[config.mk]
export PLATFORM = sky130hd
export DESIGN_NAME = pwm4_ctrl
export DESIGN_NICKNAME = d
export VERILOG_FILES = /design/src/rtl/pwm4_pkg.sv /design/src/rtl/pwm4_regfile.sv /design/src/rtl/pwm4_chan.sv /design/src/rtl/pwm4_ctrl.sv
export SDC_FILE = /design/constraint.sdc
export NUM_CORES = 1
export LEC_CHECK = 0
export BUFFER_PORTS_ARGS = -buffer_cell sky130_fd_sc_hd__buf_2
export CORE_ASPECT_RATIO = 0.8
export CORE_MARGIN = 3
export CORE_UTILIZATION = 62
export DETAILED_ROUTE_END_ITERATION = 7
export PLACE_DENSITY = 0.8
export SKIP_LAST_GASP = 1
export SLEW_MARGIN = 5
export SYNTH_ARGS = -nofsm -noshare
export SYNTH_HDL_FRONTEND = slang
export SYNTH_SLANG_ARGS = --single-unit
[constraint.sdc]
create_clock -name clk -period 4.1 [get_ports clk]
set_input_delay 0.205 -clock clk [delete_from_list [all_inputs] [get_ports clk]]
set_output_delay 0.205 -clock clk [all_outputs]
set_load 0.01 [all_outputs]
[src/rtl/pwm4_pkg.sv]
package pwm4_pkg;
    localparam int NCH       = 4;
    localparam int CNT_W     = 16;
    localparam int PRE_W     = 6;
    localparam int DATA_W    = 32;
    localparam int ADDR_W    = 6;
    localparam int POL_LSB   = 8;
    localparam int DRV_LSB   = 15;
    localparam int CTRL_IDX  = 0;
    localparam int PRE_IDX   = 9;

    // configuration seen by one channel
    typedef struct packed {
        logic             en;
        logic             pol;
        logic             od;
        logic [PRE_W-1:0] pre;
        logic [CNT_W-1:0] per;
        logic [CNT_W-1:0] duty;
    } chan_cfg_t;

    // register file state
    typedef struct packed {
        logic [NCH-1:0]             en;
        logic [NCH-1:0]             pol;
        logic [NCH-1:0]             od;
        logic [NCH-1:0][PRE_W-1:0]  pre;
        logic [NCH-1:0][CNT_W-1:0]  per;
        logic [NCH-1:0][CNT_W-1:0]  duty;
        logic [DATA_W-1:0]          rdata;
    } regs_t;

    // channel counter state
    typedef struct packed {
        logic [PRE_W-1:0] pre_cnt;
        logic [CNT_W-1:0] cnt;
        logic [PRE_W-1:0] act_pre;
        logic [CNT_W-1:0] act_per;
        logic [CNT_W-1:0] act_duty;
    } chan_st_t;
endpackage

[src/rtl/pwm4_regfile.sv]
module pwm4_regfile
    import pwm4_pkg::*;
(
    input  logic                   clk,
    input  logic                   rst_n,
    input  logic                   wr,
    input  logic                   rd,
    input  logic [ADDR_W-1:0]      addr,
    input  logic [DATA_W-1:0]      wdata,
    output logic [DATA_W-1:0]      rdata,
    output chan_cfg_t [NCH-1:0]    cfg_o
);
    regs_t             rg_d, rg_q;
    int                widx;
    logic [DATA_W-1:0] rword;

    always_comb begin
        widx  = int'(addr >> 2);
        rg_d  = rg_q;
        rword = '0;

        // write path
        if (wr) begin
            for (int c = 0; c < NCH; c++) begin
                if (widx == CTRL_IDX) begin
                    rg_d.en[c]  = wdata[c];
                    rg_d.pol[c] = wdata[POL_LSB + c];
                    rg_d.od[c]  = wdata[DRV_LSB + c];
                end
                if (widx == 1 + 2 * c) rg_d.per[c]  = wdata[CNT_W-1:0];
                if (widx == 2 + 2 * c) rg_d.duty[c] = wdata[CNT_W-1:0];
                if (widx == PRE_IDX)
                    rg_d.pre[c] = wdata[(NCH-1-c)*PRE_W +: PRE_W];
            end
        end

        // read path
        for (int c = 0; c < NCH; c++) begin
            if (widx == CTRL_IDX) begin
                rword[c]           = rg_q.en[c];
                rword[POL_LSB + c] = rg_q.pol[c];
                rword[DRV_LSB + c] = rg_q.od[c];
            end
            if (widx == 1 + 2 * c) rword[CNT_W-1:0] = rg_q.per[c];
            if (widx == 2 + 2 * c) rword[CNT_W-1:0] = rg_q.duty[c];
            if (widx == PRE_IDX)
                rword[(NCH-1-c)*PRE_W +: PRE_W] = rg_q.pre[c];
        end
        if (rd) rg_d.rdata = rword;
    end

    always_ff @(posedge clk) begin
        if (!rst_n) rg_q <= '0;
        else        rg_q <= rg_d;
    end

    assign rdata = rg_q.rdata;

    for (genvar g = 0; g < NCH; g++) begin : g_cfg
        assign cfg_o[g].en   = rg_q.en[g];
        assign cfg_o[g].pol  = rg_q.pol[g];
        assign cfg_o[g].od   = rg_q.od[g];
        assign cfg_o[g].pre  = rg_q.pre[g];
        assign cfg_o[g].per  = rg_q.per[g];
        assign cfg_o[g].duty = rg_q.duty[g];
    end
endmodule

[src/rtl/pwm4_chan.sv]
module pwm4_chan
    import pwm4_pkg::*;
(
    input  logic      clk,
    input  logic      rst_n,
    input  chan_cfg_t cfg_i,
    output logic      pin_o,
    output logic      oe_o
);
    chan_st_t       st_d, st_q;
    logic [CNT_W:0] cnt_inc;
    logic           active;
    logic           level;

    always_comb begin
        st_d    = st_q;
        cnt_inc = {1'b0, st_q.cnt} + {{CNT_W{1'b0}}, 1'b1};

        if (!cfg_i.en) begin
            // idle: counters parked, counts follow the registers
            st_d.pre_cnt  = '0;
            st_d.cnt      = '0;
            st_d.act_pre  = cfg_i.pre;
            st_d.act_per  = cfg_i.per;
            st_d.act_duty = cfg_i.duty;
        end else if (st_q.pre_cnt == st_q.act_pre) begin
            st_d.pre_cnt = '0;
            if (cnt_inc >= {1'b0, st_q.act_per}) begin
                // period boundary: pick up any new counts
                st_d.cnt      = '0;
                st_d.act_pre  = cfg_i.pre;
                st_d.act_per  = cfg_i.per;
                st_d.act_duty = cfg_i.duty;
            end else begin
                st_d.cnt = cnt_inc[CNT_W-1:0];
            end
        end else begin
            st_d.pre_cnt = st_q.pre_cnt + 1'b1;
        end

        active = cfg_i.en && (st_q.cnt < st_q.act_duty);
        level  = cfg_i.pol ? active : !active;
        pin_o  = cfg_i.od ? 1'b0 : level;
        oe_o   = cfg_i.od ? !level : 1'b1;
    end

    always_ff @(posedge clk) begin
        if (!rst_n) st_q <= '0;
        else        st_q <= st_d;
    end
endmodule

[src/rtl/pwm4_ctrl.sv]
module pwm4_ctrl
    import pwm4_pkg::*;
(
    input  logic              clk,
    input  logic              rst_n,
    input  logic              bus_wr,
    input  logic              bus_rd,
    input  logic [ADDR_W-1:0] bus_addr,
    input  logic [DATA_W-1:0] bus_wdata,
    output logic [DATA_W-1:0] bus_rdata,
    output logic [NCH-1:0]    pwm_o,
    output logic [NCH-1:0]    pwm_oe_o
);
    chan_cfg_t [NCH-1:0] cfg;

    pwm4_regfile regs_i (
        .clk   (clk),
        .rst_n (rst_n),
        .wr    (bus_wr),
        .rd    (bus_rd),
        .addr  (bus_addr),
        .wdata (bus_wdata),
        .rdata (bus_rdata),
        .cfg_o (cfg)
    );

    for (genvar g = 0; g < NCH; g++) begin : g_ch
        pwm4_chan chan_i (
            .clk   (clk),
            .rst_n (rst_n),
            .cfg_i (cfg[g]),
            .pin_o (pwm_o[g]),
            .oe_o  (pwm_oe_o[g])
        );
    end
endmodule

==> results of run 1 <==
path summary, 6_finish.rpt:
| check | to | depth (start not counted) | slack (ns) | start |
|---|---|---|---|---|
| max | g_ch[1].chan_i.st_q[23]$_SDFFE_PN0P_ | 13 | 0.20 | g_ch[1].chan_i.st_q[38]$_SDFFE_PN0P_ |
| min reg2reg | regs_i.cfg_o[18]$_SDFFE_PN0P_ | 2 | 0.46 | regs_i.cfg_o[18]$_SDFFE_PN0P_ |
| max reg2reg | g_ch[1].chan_i.st_q[23]$_SDFFE_PN0P_ | 13 | 0.20 | g_ch[1].chan_i.st_q[38]$_SDFFE_PN0P_ |
| min | regs_i.cfg_o[115]$_SDFFE_PN0P_ | 3 | 0.06 | bus_wdata[7] |
flip-flops by register name (all words and copies together), names as in the netlist:
signal,count
regs_i.rdata,24
regs_i.cfg_o,164
g_ch.chan_i.st_q,240
metrics by stage:
stage | cells | util [%] | area [sq um] | hold WS, ns
after floorplan | 2658 | - | 21480 | 0.3410
after global placement | 3036 | 64.84 | 21950 | 0.4425
after detailed placement | 3036 | 64.84 | 21950 | 0.4481
after CTS | 3119 | 69.52 | 23540 | 0.02709
after global routing | 3119 | 69.57 | 23550 | 0.04103
final | 3119 | 69.57 | 23550 | 0.05767
per-layer routing:
layer	vias up	track usage [%]	part of all wire [%]
met5	-	2.308	0.23
met2	917	50.53	43
met1	9190	44.78	42
met4	6	9.575	3.1
met3	156	9.663	12
li1	9132	-	-
logic make-up (layout without fill, tap and decap cells):
logic type,after synthesis,in the layout,synth area share (%)
AOI/OAI and AO/OA,644,644,19.02
xor gates and xnor gates,95,95,3.878
adders and majority gates,132,132,7.698
buffers and inverters,323,319,6.164
DFF,428,428,39.94
muxes,65,65,3.108
other,1,8,0.01748
and+or+nand+nor,963,963,20.17
where the power goes:
part / internal [mW] / switching (mW)
registers: 4.20 / 0.0371
clock network: 2.55 / 1.66
logic: 0.124 / 0.342
Yosys cell counts, types with 12 or more instances:
library cell | n | area, sq um
a21oi_1 | 275 | 1376
nand2_1 | 465 | 1745
nand3_1 | 187 | 935.9
xor2_1 | 36 | 315.3
nor3_1 | 28 | 140.1
mux2_2 | 13 | 146.4
inv_1 | 139 | 521.8
xnor2_1 | 59 | 516.8
and3_1 | 29 | 181.4
a22o_1 | 26 | 227.7
o21ai_0 | 110 | 550.5
nand2b_1 | 23 | 143.9
clkbuf_1 | 137 | 514.2
a211oi_1 | 12 | 90.09
a21o_1 | 28 | 210.2
nand4_1 | 21 | 131.4
a21bo_2 | 37 | 370.4
mux2i_1 | 52 | 520.5
nor2_1 | 131 | 491.7
nor2b_1 | 15 | 93.84
o31ai_1 | 34 | 255.2
dfxtp_1 | 428 | 8568
ha_1 | 132 | 1652
a22oi_1 | 16 | 120.1
buf_2 | 19 | 95.09
a31oi_1 | 21 | 131.4
buf_4 | 19 | 142.6
cell usage in the layout (no fill, tap or decap), types with 52 or more instances in the layout:
cell,synthesis,layout
inv_1,139,138
nand3_1,187,187
nor2_1,131,131
a21oi_1,275,275
o21ai_0,110,110
dfxtp_1,428,427
mux2i_1,52,52
xnor2_1,59,59
ha_1,132,132
buf_2,19,62
nand2_1,465,465
worst max-delay path, stage by stage (launching register included):
cell and delay (ns):
dfxtp_1 0.48, ha_1 0.32, and3_1 0.23, and3_4 0.23
nand3_1 0.15, inv_1 0.12, nand3_1 0.14, xnor2_1 0.29
ha_1 0.32, a211oi_1 0.33, o2111ai_2 0.34, a21bo_2 0.31
buf_12 0.18, o31ai_1 0.30
area by class of cell:
type	instances	area (sq um)
fill	2696	10300
timing repair buffer	105	728.2
inverter	139	529.3
tap	465	581.8
clock inverter	12	212.7
sequential	428	8569
clock buffer	63	1294
multi-input combinational	1907	11640
repair_timing:
item,4_1_cts,5_1_grt
resized for setup,0,3
hold endpoints to repair,11,0
setup endpoints to repair,0,51
hold buffers,8,0
==> flow_summary_export.csv, run 1 <==
group,metric,value,unit
floorplanning,die_w,214.0,um
power,p_per_area,378.5,nW/um^2
synthesis,ys.warnings.count,0,
cells_and_area,syn_to_final_growth,9.786,%
floorplanning,die_area,36890,sq um
global_route,grt_start_max_net_pins,147,
worst_setup_path,startpoint_type,"register",
timing,finalHoldViolations,0,
synthesis,synth_seq_cells,428,
place,place.gp.congestion,0.9534,
run_status,status,"completed",
power,vdd_drop_max,0.0002665,V
timing,layout_setup_ws,0.1966,ns
worst_setup_path,crit_fanout,76,
floorplanning,start_util,63.37,%
cts,worst_skew_pair.late_latency,0.56,ns
place,place_ws,0.3015,ns
cells_and_area,diodes,0,
place,io_buffers,63,
cts,cts_tree,"built",
global_route,antenna_found_initial,2,
global_route,grt_pass1_vias,18020,
timing,min_period,3.903,ns
synthesis,synth_edf_count,0,
worst_hold_path,hp-class,"input pin to register",
cts,cts_made_buffers,42,
route,first_pass_iters,7,
timing,finalClockSkew,0.01875,ns
synthesis,syn_area,21450,sq um
synthesis,ys.flop_type,"dfxtp_1",
cts,cts_setup_buffers,0,
route,vias,19400,
timing,worstMarginPinSlew,1.233,ns
timing,rsz0062_at_grt,"false",
timing,fmax,256.2,MHz
cells_and_area,drive_gt1_share,9.118,%
route,ant_nets,0,
global_route,grt-ovfl-total,0,
cts,clk_path_buf_depth,3,
timing,relSlewSlack,17.40,%
cells_and_area,num-nets-final,2797,
flow_run,maxCapViolations,0,
worst_setup_path,cp.required,4.54,ns
floorplanning,rows,60,
worst_setup_path,crit_type,"register to register",
power,p_leak,8.804,nW
route,drt_iter0_drc,2457,
synthesis,avgSynthCellArea,8.093,sq um
timing,tns,0,ns
cts,cts_root_buf,"clkbuf_16",
route,drt-vias-per-instance,6.220,
global_route,track_usage,32.79,%
synthesis,synth-async-reset-ratio,0,%
timing,setup_violations,0,
place,dp_hpwl,43.89,mm
floorplanning,io_pins,82,
floorplanning,core-area,33860,sq um
cts,cts.htree.levels,2,
synthesis,synthDistinctLibCells,70,
synthesis,synth-seq-area-share,39.94,%
timing,slew_violations,0,
worst_setup_path,arrival,4.35,ns
cts,path_clk_slew,0.07,ns
timing,fin_crit_sh,95.20,%
floorplanning,die_h,172.4,um
cts,clock-sinks,428,
global_route,grt_pass1_wl,97.44,mm
route,drc_errors,0,
route,wire_per_inst,19.97,um
power,fin_total_pwr,8.915,mW
worst_setup_path,endpoint_kind,"register",
route,drt-total-wl,62.29,mm
synthesis,synthCells,2651,
Power figures use the tool's default switching activity.
==> inputs of run 2 (changes only) <==
--- a/config.mk
+++ b/config.mk
@@ -8,9 +8,9 @@
 export BUFFER_PORTS_ARGS = -buffer_cell sky130_fd_sc_hd__buf_2
 export CORE_ASPECT_RATIO = 0.8
 export CORE_MARGIN = 3
-export CORE_UTILIZATION = 62
+export CORE_UTILIZATION = 52
 export DETAILED_ROUTE_END_ITERATION = 7
-export PLACE_DENSITY = 0.8
+export PLACE_DENSITY = 0.69
 export SKIP_LAST_GASP = 1
 export SLEW_MARGIN = 5
 export SYNTH_ARGS = -nofsm -noshare
==> run 2 against run 1 <==
Utilization down 11 points. Register-to-register slack improved by 0.08 ns. Worst hold slack worse by 0.026 ns. Sequential share of layout area about the same. Count of clock-buffer cells in the layout down 4. Global-route usage down 4.9 points. Setup slack improved by 0.085 ns. Routed wire length is essentially flat.
==> flow_summary_export.csv, run 2 (synthesis gave the netlist of run 1 again) <==
group,metric,value,unit
route,vias,18990,
place,place_inst,3110,
floorplanning,core-area,40090,sq um
timing,tns,0,ns
cts,clock-sinks,428,
worst_setup_path,cp.required,4.55,ns
run_status,status,"completed",
route,wire_per_inst,19.52,um
cells_and_area,layout.cells.non_filler,3190,
global_route,track_usage,27.85,%
timing,fin_crit_sh,93.14,%
worst_setup_path,path_buf_inv,2,
worst_setup_path,crit_type,"register to register",
place,dp_hpwl,45.18,mm
route,drc_errors,0,
timing,fmax,261.9,MHz
power,p_per_area,370.3,nW/um^2
worst_setup_path,arrival,4.27,ns
cells_and_area,diodes,0,
cells_and_area,layout.cells.most_common,"nand2_1",
worst_setup_path,endpoint_kind,"register",
floorplanning,io_pins,82,
floorplanning,die_area,43750,sq um
cts,path_clk_slew,0.07,ns
route,wl_met3,6.262,mm
cts,cts.htree.levels,2,
power,p_leak,8.766,nW
cells_and_area,largest_reg_flops,240,
timing,finalClockSkew,0.01895,ns
worst_setup_path,cpLargestDelayFamily,"simple AND/OR/NAND/NOR gates",
route,drt-vias-per-instance,5.954,
global_route,grt_pass1_vias,17600,
flow_run,maxCapViolations,0,
timing,slew_violations,0,
place,place_ws,0.08542,ns
cells_and_area,final_cell_mix,"nand2_1 (465), dfxtp_1 (427), a21oi_1 (275)",
route,ant_nets,0,
cts,worst_skew_pair.late_latency,0.57,ns
place,io_buffers,63,
floorplanning,start_util,53.51,%
timing,rsz0062_at_grt,"false",
global_route,grt_pass1_wl,97.23,mm
worst_setup_path,startpoint_type,"register",
cts,cts_made_buffers,43,
route,top_layer_used,"met5",
global_route,grt-ovfl-total,0,
cts,clk_path_buf_depth,3,
cells_and_area,drive_gt1_share,9.156,%
cts,cts_tree,"built",
global_route,antenna_found_initial,4,
cells_and_area,max_flop_register,"g_ch.chan_i.st_q",
route,drt-total-wl,62.25,mm
cells_and_area,fillers,3601,
floorplanning,die_h,187.7,um
cts,cts_root_buf,"clkbuf_16",
floorplanning,die_w,233.1,um
cells_and_area,multiInputGateArea,11630,sq um
global_route,grt_start_max_net_pins,165,
route,first_pass_iters,6,
cells_and_area,syn_to_final_growth,9.838,%
floorplanning,rows,65,
worst_setup_path,critical-path-slowest-cell,"a221oi_1",
worst_setup_path,slowest_delay,0.43,ns
timing,min_period,3.819,ns
cells_and_area,num-nets-final,2801,
route,drt-met1-wl,28.01,mm
cells_and_area,final-seq-area,8569,sq um
worst_setup_path,crit_fanout,7,
timing,relSlewSlack,15.39,%
timing,worstMarginPinSlew,1.264,ns
route,met2_length,26.37,mm
route,drt_iter0_drc,1842,
worst_hold_path,hp-class,"input pin to register",
place,place.gp.congestion,0.9992,
worst_setup_path,crit_path_cell_trace,"ha_1, nand3_1, nor2_1, buf_4, nand3_1, xnor2_1, ha_1, and4_1, and2_1, a221oi_1, a211oi_2, buf_4, or2_2, or4_1, o311ai_0",
cts,cts_setup_buffers,0,
timing,layout_setup_ws,0.2813,ns
timing,finalHoldViolations,0,
timing,setup_violations,0,
power,vdd_drop_max,0.0002959,V
==> run 2: changes by cell type in the layout (fill, tap and decap cells not counted), sizes merged <==
cell,change
clkbuf,-4
buf,+3
bufinv,-2
clkinv,+2
inv,+1
==> run 2: worst paths after layout <==
| check | start | endpoint | cells after the start | slack (ns) |
|---|---|---|---|---|
| max | g_ch[0].chan_i.st_q[39]$_SDFFE_PN0P_ | g_ch[0].chan_i.st_q[53]$_SDFFE_PN0P_ | 15 | 0.28 |
| min | bus_wdata[15] | regs_i.cfg_o[113]$_SDFFE_PN0P_ | 3 | 0.03 |
| max reg2reg | g_ch[0].chan_i.st_q[39]$_SDFFE_PN0P_ | g_ch[0].chan_i.st_q[53]$_SDFFE_PN0P_ | 15 | 0.28 |
| min reg2reg | regs_i.cfg_o[9]$_SDFFE_PN0P_ | regs_i.cfg_o[9]$_SDFFE_PN0P_ | 2 | 0.46 |
==> run 2: report_power, final <==
part           total [mW]  switching, mW  internal [mW]
clock                4.02           1.68           2.34
sequential           4.23         0.0371           4.20
combinational       0.468          0.343          0.125
==> run 2: final cells by class <==
type                    instances  area share, %
multi-input cells            1907          49.36
clock inverters                13         0.7911
inverters                     139          2.246
flip-flops and latches        428          36.37
clock buffers                  59          5.209
repair buffers                108          3.186
well taps                     536          2.846
==> run 2: worst register-to-register path, delay by kind of cell, from the launching register on <==
| family | cells | cell delay, ns |
|---|---|---|
| compound gates | 3 | 0.68 |
| xor+xnor | 1 | 0.22 |
| fa+ha+maj | 2 | 0.50 |
| buf+inv | 2 | 0.38 |
| flops | 1 | 0.41 |
| simple gates | 7 | 1.53 |
==> run 2: routing by layer <==
layer / global-route usage, % / up-vias
met3: 8.338 / 105
met4: 6.842 / 12
li1: - / 9137
met1: 39.83 / 9051
met2: 41.02 / 687
met5: 0 / -
==> run 2: metrics by stage <==
step           hold slack [ns]  utilization (%)  power [mW]  cell area (sq um)
5_1_grt                0.02254            58.77       8.974              23570
3_5_place_dp            0.4475            55.04       4.770              22070
6_report               0.03207            58.77       8.725              23570
2_1_floorplan           0.3410                -       4.608              21480
3_3_place_gp            0.4431            55.04       4.764              22070
4_1_cts               0.005737            58.77       8.760              23560
==> run 2: timing repair <==
action | CTS | global route
endpoints found under the hold margin | 11 | 0
setup endpoints to repair | 0 | 15
resized for setup | 0 | 1
hold buffers | 8 | 0
